--- src/rtl/yc_pkg.sv ---
package yc_pkg;

   typedef enum logic [1:0] {
      SYNC_TRS  = 2'd0,
      SYNC_EXT  = 2'd1,
      SYNC_FREE = 2'd2,
      SYNC_ALT  = 2'd3
   } sync_src_e;

   typedef struct packed {
      logic f;
      logic v;
      logic h;
   } tflags_t;

   // protection nibble expected for a given field/vertical/horizontal triple
   function automatic logic [3:0] prot_nibble(input logic f, input logic v, input logic h);
      return {v ^ h, f ^ h, f ^ v, f ^ v ^ h};
   endfunction

endpackage

--- src/rtl/yc_trs_detect.sv ---
module yc_trs_detect
   import yc_pkg::*;
#(
   parameter int DW         = 8,
   parameter bit CHECK_PROT = 1'b1
) (
   input  logic          clk,
   input  logic          rst_n,
   input  logic [DW-1:0] byte_i,
   output logic          hit_o,
   output tflags_t       flags_o
);

   logic [DW-1:0] hist1, hist2, hist3;
   logic          prefix_ok;
   logic          prot_ok;

   initial begin
      assert (DW >= 8) else $error("yc_trs_detect: DW must be at least 8");
   end

   always_ff @(posedge clk or negedge rst_n) begin
      if (!rst_n) begin
         hist1 <= '0;
         hist2 <= '0;
         hist3 <= '0;
      end else begin
         hist1 <= byte_i;
         hist2 <= hist1;
         hist3 <= hist2;
      end
   end

   assign flags_o.f = byte_i[DW-2];
   assign flags_o.v = byte_i[DW-3];
   assign flags_o.h = byte_i[DW-4];

   assign prefix_ok = (&hist3) && (hist2 == '0) && (hist1 == '0) && byte_i[DW-1];

   generate
      if (CHECK_PROT) begin : g_prot
         assign prot_ok = (byte_i[DW-5:DW-8] ==
                           prot_nibble(byte_i[DW-2], byte_i[DW-3], byte_i[DW-4]));
      end else begin : g_noprot
         assign prot_ok = 1'b1;
      end
   endgenerate

   assign hit_o = prefix_ok && prot_ok;

endmodule

--- src/rtl/yc_lane_split.sv ---
module yc_lane_split #(
   parameter int DW = 8
) (
   input  logic          clk,
   input  logic          rst_n,
   input  logic [DW-1:0] byte_i,
   input  logic          sof_i,
   input  logic          kill_i,
   input  logic          blank_i,
   output logic          pix_vld_o,
   output logic [DW-1:0] y_o,
   output logic [DW-1:0] cb_o,
   output logic [DW-1:0] cr_o
);

   localparam logic [1:0] SLOT_CB = 2'd0;
   localparam logic [1:0] SLOT_Y0 = 2'd1;
   localparam logic [1:0] SLOT_CR = 2'd2;
   localparam logic [1:0] SLOT_Y1 = 2'd3;

   logic [1:0]    slot_q, slot;
   logic [DW-1:0] cb_c, y0_c, cr_c;
   logic [DW-1:0] y1_p, cb_p, cr_p;
   logic          pend_q;
   logic          emit0, emit1;

   assign slot  = sof_i ? SLOT_CB : slot_q;
   assign emit0 = (slot == SLOT_Y1) && !blank_i && !kill_i;
   assign emit1 = (slot == SLOT_Y0) && pend_q && !kill_i;

   always_ff @(posedge clk or negedge rst_n) begin
      if (!rst_n) begin
         slot_q <= SLOT_CB;
         cb_c   <= '0;
         y0_c   <= '0;
         cr_c   <= '0;
      end else begin
         slot_q <= slot + 2'd1;
         case (slot)
            SLOT_CB: cb_c <= byte_i;
            SLOT_Y0: y0_c <= byte_i;
            SLOT_CR: cr_c <= byte_i;
            default: ;
         endcase
      end
   end

   always_ff @(posedge clk or negedge rst_n) begin
      if (!rst_n) begin
         pend_q    <= 1'b0;
         y1_p      <= '0;
         cb_p      <= '0;
         cr_p      <= '0;
         pix_vld_o <= 1'b0;
         y_o       <= '0;
         cb_o      <= '0;
         cr_o      <= '0;
      end else begin
         pix_vld_o <= emit0 || emit1;
         if (emit0) begin
            y_o    <= y0_c;
            cb_o   <= cb_c;
            cr_o   <= cr_c;
            y1_p   <= byte_i;
            cb_p   <= cb_c;
            cr_p   <= cr_c;
            pend_q <= 1'b1;
         end else if (emit1) begin
            y_o    <= y1_p;
            cb_o   <= cb_p;
            cr_o   <= cr_p;
            pend_q <= 1'b0;
         end else if (kill_i || slot == SLOT_Y1) begin
            pend_q <= 1'b0;
         end
      end
   end

   AST_PIX_SPACING: assert property (@(posedge clk) disable iff (!rst_n)
      pix_vld_o |=> !pix_vld_o);

endmodule

--- src/rtl/yc_free_timer.sv ---
module yc_free_timer #(
   parameter int LB_A = 1716,
   parameter int LB_B = 1728,
   parameter int ACT  = 1440,
   parameter int LN_A = 525,
   parameter int LN_B = 625,
   parameter int VBL  = 20
) (
   input  logic clk,
   input  logic rst_n,
   input  logic std_b_i,
   output logic sof_o,
   output logic h_o,
   output logic v_o,
   output logic f_o
);

   localparam int LBMAX = (LB_A > LB_B) ? LB_A : LB_B;
   localparam int LNMAX = (LN_A > LN_B) ? LN_A : LN_B;
   localparam int BW    = $clog2(LBMAX);
   localparam int LW    = $clog2(LNMAX);

   localparam logic [BW-1:0] BLAST_A = BW'(LB_A - 1);
   localparam logic [BW-1:0] BLAST_B = BW'(LB_B - 1);
   localparam logic [BW-1:0] ACT_L   = BW'(ACT);
   localparam logic [LW-1:0] LLAST_A = LW'(LN_A - 1);
   localparam logic [LW-1:0] LLAST_B = LW'(LN_B - 1);
   localparam logic [LW-1:0] F2_A    = LW'((LN_A + 1) / 2);
   localparam logic [LW-1:0] F2_B    = LW'((LN_B + 1) / 2);
   localparam logic [LW-1:0] VBL_L   = LW'(VBL);

   logic [BW-1:0] byte_cnt;
   logic [LW-1:0] line_cnt, line_in_fld;
   logic [BW-1:0] blast;
   logic [LW-1:0] llast, f2_start;
   logic          second_fld;

   initial begin
      assert (LB_A % 4 == 0 && LB_B % 4 == 0) else $error("yc_free_timer: line lengths must be whole groups");
      assert (ACT % 4 == 0 && ACT < LB_A && ACT < LB_B) else $error("yc_free_timer: bad active length");
      assert (LN_A > 2 * VBL && LN_B > 2 * VBL) else $error("yc_free_timer: bad blanking depth");
   end

   assign blast    = std_b_i ? BLAST_B : BLAST_A;
   assign llast    = std_b_i ? LLAST_B : LLAST_A;
   assign f2_start = std_b_i ? F2_B    : F2_A;

   always_ff @(posedge clk or negedge rst_n) begin
      if (!rst_n) begin
         byte_cnt <= '0;
         line_cnt <= '0;
      end else if (byte_cnt >= blast) begin
         byte_cnt <= '0;
         line_cnt <= (line_cnt >= llast) ? '0 : line_cnt + 1'b1;
      end else begin
         byte_cnt <= byte_cnt + 1'b1;
      end
   end

   assign second_fld  = (line_cnt >= f2_start);
   assign line_in_fld = second_fld ? (line_cnt - f2_start) : line_cnt;

   assign sof_o = (byte_cnt == '0);
   assign h_o   = (byte_cnt >= ACT_L);
   assign v_o   = (line_in_fld < VBL_L);
   assign f_o   = second_fld;

   AST_LINE_AT_WRAP: assert property (@(posedge clk) disable iff (!rst_n)
      !$stable(line_cnt) |-> byte_cnt == '0);

   AST_VBLANK_AT_FIELD: assert property (@(posedge clk) disable iff (!rst_n)
      $rose(f_o) |-> v_o);

endmodule

--- src/rtl/yc_demux_sync.sv ---
module yc_demux_sync
   import yc_pkg::*;
#(
   parameter int DW             = 8,
   parameter bit CHECK_PROT     = 1'b1,
   parameter int LINE_BYTES_525 = 1716,
   parameter int LINE_BYTES_625 = 1728,
   parameter int ACTIVE_BYTES   = 1440,
   parameter int LINES_525      = 525,
   parameter int LINES_625      = 625,
   parameter int VBLANK_LINES   = 20
) (
   input  logic          clk,
   input  logic          rst_n,
   input  logic [1:0]    mode_i,
   input  logic          std625_i,
   input  logic [DW-1:0] byte_i,
   input  logic          hs_i,
   input  logic          vs_i,
   output logic          pix_vld_o,
   output logic [DW-1:0] y_o,
   output logic [DW-1:0] cb_o,
   output logic [DW-1:0] cr_o,
   output logic          h_o,
   output logic          v_o,
   output logic          f_o
);

   sync_src_e src;
   tflags_t   det_flags;
   logic      det_hit, use_trs, trs_ok, trs_ok_q;
   logic      hs_q, vs_q, hs_fall, vs_rise;
   logic      m_sof, m_h, m_v, m_f;
   logic      sof, blank;
   logic      h_q, v_q, f_q;

   assign src     = sync_src_e'(mode_i);
   assign use_trs = (src == SYNC_TRS) || (src == SYNC_ALT);

   yc_trs_detect #(
      .DW         (DW),
      .CHECK_PROT (CHECK_PROT)
   ) u_trs (
      .clk     (clk),
      .rst_n   (rst_n),
      .byte_i  (byte_i),
      .hit_o   (det_hit),
      .flags_o (det_flags)
   );

   yc_free_timer #(
      .LB_A (LINE_BYTES_525),
      .LB_B (LINE_BYTES_625),
      .ACT  (ACTIVE_BYTES),
      .LN_A (LINES_525),
      .LN_B (LINES_625),
      .VBL  (VBLANK_LINES)
   ) u_free (
      .clk     (clk),
      .rst_n   (rst_n),
      .std_b_i (std625_i),
      .sof_o   (m_sof),
      .h_o     (m_h),
      .v_o     (m_v),
      .f_o     (m_f)
   );

   assign trs_ok  = use_trs && det_hit;
   assign hs_fall = hs_q && !hs_i;
   assign vs_rise = vs_i && !vs_q;

   always_comb begin
      case (src)
         SYNC_EXT:  sof = hs_fall;
         SYNC_FREE: sof = m_sof;
         default:   sof = trs_ok_q;
      endcase
   end

   assign blank = (src == SYNC_FREE) ? m_h : h_q;

   always_ff @(posedge clk or negedge rst_n) begin
      if (!rst_n) begin
         trs_ok_q <= 1'b0;
         hs_q     <= 1'b0;
         vs_q     <= 1'b0;
         h_q      <= 1'b1;
         v_q      <= 1'b1;
         f_q      <= 1'b0;
      end else begin
         trs_ok_q <= trs_ok;
         hs_q     <= hs_i;
         vs_q     <= vs_i;
         case (src)
            SYNC_EXT: begin
               h_q <= hs_i;
               v_q <= vs_i;
               if (vs_rise) f_q <= !f_q;
            end
            SYNC_FREE: begin
               h_q <= m_h;
               v_q <= m_v;
               f_q <= m_f;
            end
            default: begin
               if (trs_ok) begin
                  h_q <= det_flags.h;
                  v_q <= det_flags.v;
                  f_q <= det_flags.f;
               end
            end
         endcase
      end
   end

   yc_lane_split #(
      .DW (DW)
   ) u_lanes (
      .clk       (clk),
      .rst_n     (rst_n),
      .byte_i    (byte_i),
      .sof_i     (sof),
      .kill_i    (trs_ok),
      .blank_i   (blank),
      .pix_vld_o (pix_vld_o),
      .y_o       (y_o),
      .cb_o      (cb_o),
      .cr_o      (cr_o)
   );

   assign h_o = h_q;
   assign v_o = v_q;
   assign f_o = f_q;

   AST_TRS_LOADS_FLAGS: assert property (@(posedge clk) disable iff (!rst_n)
      trs_ok |=> ({f_q, v_q, h_q} == $past({det_flags.f, det_flags.v, det_flags.h})));

   AST_TRS_HOLD: assert property (@(posedge clk) disable iff (!rst_n)
      (use_trs && !trs_ok) |=> $stable({f_q, v_q, h_q}));

   AST_TRS_NO_PIX: assert property (@(posedge clk) disable iff (!rst_n)
      trs_ok |=> !pix_vld_o);

   AST_EXT_FIELD_TOGGLE: assert property (@(posedge clk) disable iff (!rst_n)
      (src == SYNC_EXT && vs_rise) |=> (f_q != $past(f_q)));

   AST_EXT_FIELD_HOLD: assert property (@(posedge clk) disable iff (!rst_n)
      (src == SYNC_EXT && !vs_rise) |=> $stable(f_q));

endmodule

--- config.mk ---
export PLATFORM = sky130hd
export DESIGN_NAME = yc_demux_sync
export DESIGN_NICKNAME = d
export VERILOG_FILES = /design/src/rtl/yc_pkg.sv /design/src/rtl/yc_trs_detect.sv /design/src/rtl/yc_lane_split.sv /design/src/rtl/yc_free_timer.sv /design/src/rtl/yc_demux_sync.sv
export SDC_FILE = /design/constraint.sdc
export NUM_CORES = 1
export LEC_CHECK = 0
export ABC_AREA = 1
export BUFFER_PORTS_ARGS = -buffer_cell sky130_fd_sc_hd__buf_2
export CORE_MARGIN = 2
export CORE_UTILIZATION = 25
export CTS_CLUSTER_SIZE = 14
export DETAILED_ROUTE_END_ITERATION = 6
export MAX_ROUTING_LAYER = met4
export PLACE_DENSITY_LB_ADDON = 0.12
export SLEW_MARGIN = 10
export SYNTH_ARGS = -nofsm -noshare
export SYNTH_HDL_FRONTEND = slang
export SYNTH_HIERARCHICAL = 1
export SYNTH_SLANG_ARGS = --single-unit
export TNS_END_PERCENT = 100
--- constraint.sdc ---
create_clock -name clk -period 2.7 [get_ports clk]
set_input_delay 0.81 -clock clk [delete_from_list [all_inputs] [get_ports clk]]
set_output_delay 0.81 -clock clk [all_outputs]
set_load 0.05 [all_outputs]
==> run metrics <==
Max Fclk between 400 and 500 MHz; Hold Buf Count CTS 0; final instance area between 7000 and 8000 um2; # DRC 0; clock network power share 0.310; share of layout cells above drive strength 1 0.170; vias approximately 4800; post-layout min period roughly 2.3 ns; sequential share of power 0.373; Mapped Avg Cell Area roughly 8.6 um2; fin crit share 0.852; crit path max fanout 17; post-synth top area share 0.501; net switching power roughly 2.8 mW; Max transition margin 0.596; RSZ-0062 raised after global routing no; Total GRT Usage 0.132; largest net degree at the start of global routing 58; number of flops mapped to enable cells by yosys 0; Int Power between 4 and 5 mW; global-route wire length before repair about 26 mm; DP Area 6980 um2; TritonCTS Sinks 127; Combinational Power Share 0.317; CTS tree done; CTS resizes 0; Port Buffers 42; Remaining Overflow, GRT 0; H-tree Lvls 4; Via density between 4 and 5; worst min path class input pin to asynchronous set/reset pin; area delta synth->final 21.1%; row count 57; fraction of registers with async set/reset 1.00; outcome completed; clock-pin slew on the worst setup and hold paths approximately 0.060 ns; crit path from mode_i[0]; Syn Nets 757; Syn Inst Count 725; Num CTS Buffers 17; filler instances 2631; CP endpoint kind flip-flop; Clock Skew around 0.013 ns; leakage power approximately 3.8 nW; Final ANT Viol Nets 0; vias in the first global route between 4000 and 5000; GP Congestion roughly 0.74; Crit Path Class input pin to flip-flop; Pins Over Slew Limit 0; # setup viols final 0; CP startpoint kind input pin; Pre-antenna DRT Iters 4; register area share after synthesis 0.509; DIE AREA 26300 um2; initial antenna violation count 0; Chip Width roughly 160 um; Post-CTS Setup Repair Bufs 0; largest area contributor in the netlist dfrtp_1; FF-to-FF End u_lanes/y_o[2]; starting density of the core 0.255; RR Startpoint u_free/byte_cnt[0]; reg2reg path depth 12; synth unique cells 40; synth warn 6; final hold slack around 0.36 ns; clock latency on the worst-skew pair between 0.4 and 0.5 ns; Critical Path RT around 3 ns; PwrDens between 900 and 1000 nW/um2; Max Cap Viol 0; max reg flops 11; Die H roughly 160 um; I/O pins 43; Clock Path Buffers 2; switching share of power 0.384; CP arrival ~2.6 ns; diodes inserted 0; Hold Fails Final Rpt 0; top flop regs u_free/byte_cnt: 11 flops, u_free/line_cnt: 10 flops; worst ir drop on vdd ~370 uV; #FFs+latches synth around 130; multi-input logic area 2510 um2; Placeable Area between 20000 and 25000 um2; sequential cell area ~3200 um2; top cells by area, synth dfrtp_1 (50%), nand2_1 (11%), inv_1 (5.8%), nand3_1 (5.7%), nand4_1 (4.1%); detailed placement HPWL 11.0 mm; drt total wl ~15 mm; Mapped Area ~6200 um2; Clock Tree Root clkbuf_16; Iter 0 DRT Violations approximately 210; R2R Setup Slk 0.44 ns; nets ~820; wire length per cell between 10 and 15 um; Worst Max-Slew Pin Slew a little over 0.6 ns; Top reg by flops u_free/byte_cnt; dominant synthesized flop cell dfrtp_1
routing by layer:
| metal | up-vias | GRT usage | routed length [um] |
|---|---|---|---|
| met4 | 0 | 0.0358 | 92 |
| met1 | 2266 | 0.169 | 7670 |
| met2 | 53 | 0.211 | 7310 |
| met5 | - | - | 0 |
| met3 | 8 | 0.0276 | 385 |
| li1 | 2478 | - | - |
per-stage QoR:
step | setup slack, ns | power (mW) | instances | utilization | TNS, ns
6_report | 0.398 | 7.39 | 1129 | 0.309 | 0
5_1_grt | 0.148 | 7.92 | 1129 | 0.309 | 0
4_1_cts | 0.405 | 7.52 | 1129 | 0.309 | 0
3_5_place_dp | -0.0298 | 5.17 | 1097 | 0.285 | -0.0635
3_3_place_gp | 0.00536 | 5.16 | 1097 | 0.285 | 0
2_1_floorplan | 0.141 | 4.51 | 725 | - | 0
worst max path at each step:
| stage | endpoint | slack [ns] | cells past startpoint |
|---|---|---|---|
| after floorplan | u_lanes/cb_o[5] | 0.14 | 12 |
| after global placement | u_lanes/y_o[2] | 0.005 | 12 |
| after detailed placement | u_lanes/y_o[2] | -0.03 | 12 |
| after CTS | u_lanes/y_o[2] | 0.41 | 12 |
| after global routing | v_o | 0.15 | 18 |
| final | u_lanes/y_o[2] | 0.40 | 12 |
cell families (layout without fill, tap and decap cells):
family,after synthesis,in the layout,synth area share
simple gates,383,383,0.300
buf+inv,128,208,0.0899
flops,127,127,0.509
compound gates,58,58,0.0499
fa+ha+maj,17,17,0.0340
xor+xnor,12,12,0.0168
cells in the mapped netlist (11+ instances only):
master   count
o21ai_0     28
nand4_1     41
dfrtp_1    125
ha_1        17
o21ai_1     13
nand2_1    178
and2_1      17
nor2_1      34
nand3_1     71
buf_2       11
inv_1       97
area by class of cell:
type,count,share of cell area
Tap cell,324,0.0536
Multi-Input combinational cell,470,0.331
Timing Repair Buffer,74,0.0670
Clock inverter,15,0.0213
Clock buffer,17,0.0562
Inverter,102,0.0506
Sequential cell,127,0.420
power groups by stage:
stage               sequential (mW)  clock (mW)  combinational (mW)
floorplan                      3.37           0                1.14
global placement               2.80           0                2.36
detailed placement             2.79           0                2.38
CTS                            2.76        2.37                2.39
global route                   2.84        2.46                2.62
finish                         2.76        2.29                2.34
placed cells by master (no fill, tap or decap), drive strengths merged, types with 4 or more instances in the layout:
cell,netlist,routed
a21oi,10,10
and2,17,17
buf,24,74
clkbuf,2,17
clkinv,0,5
clkinvlp,0,4
dfrtp,125,125
ha,17,17
inv,102,106
nand2,183,183
nand3,75,75
nand3b,10,10
nand4,41,41
nor2,39,39
nor3,13,13
o21ai,41,41
xor2,10,10
worst max-delay path, cell delays in order:
cell,delay (ns)
buf_2,0.09
inv_1,0.04
ha_1,0.34
inv_1,0.09
nor2_1,0.04
a21oi_1,0.43
nor2_8,0.07
nand3_2,0.11
buf_12,0.17
buf_4,0.24
nand3_1,0.11
nand3_1,0.09
(Power assumes the default switching activity.)
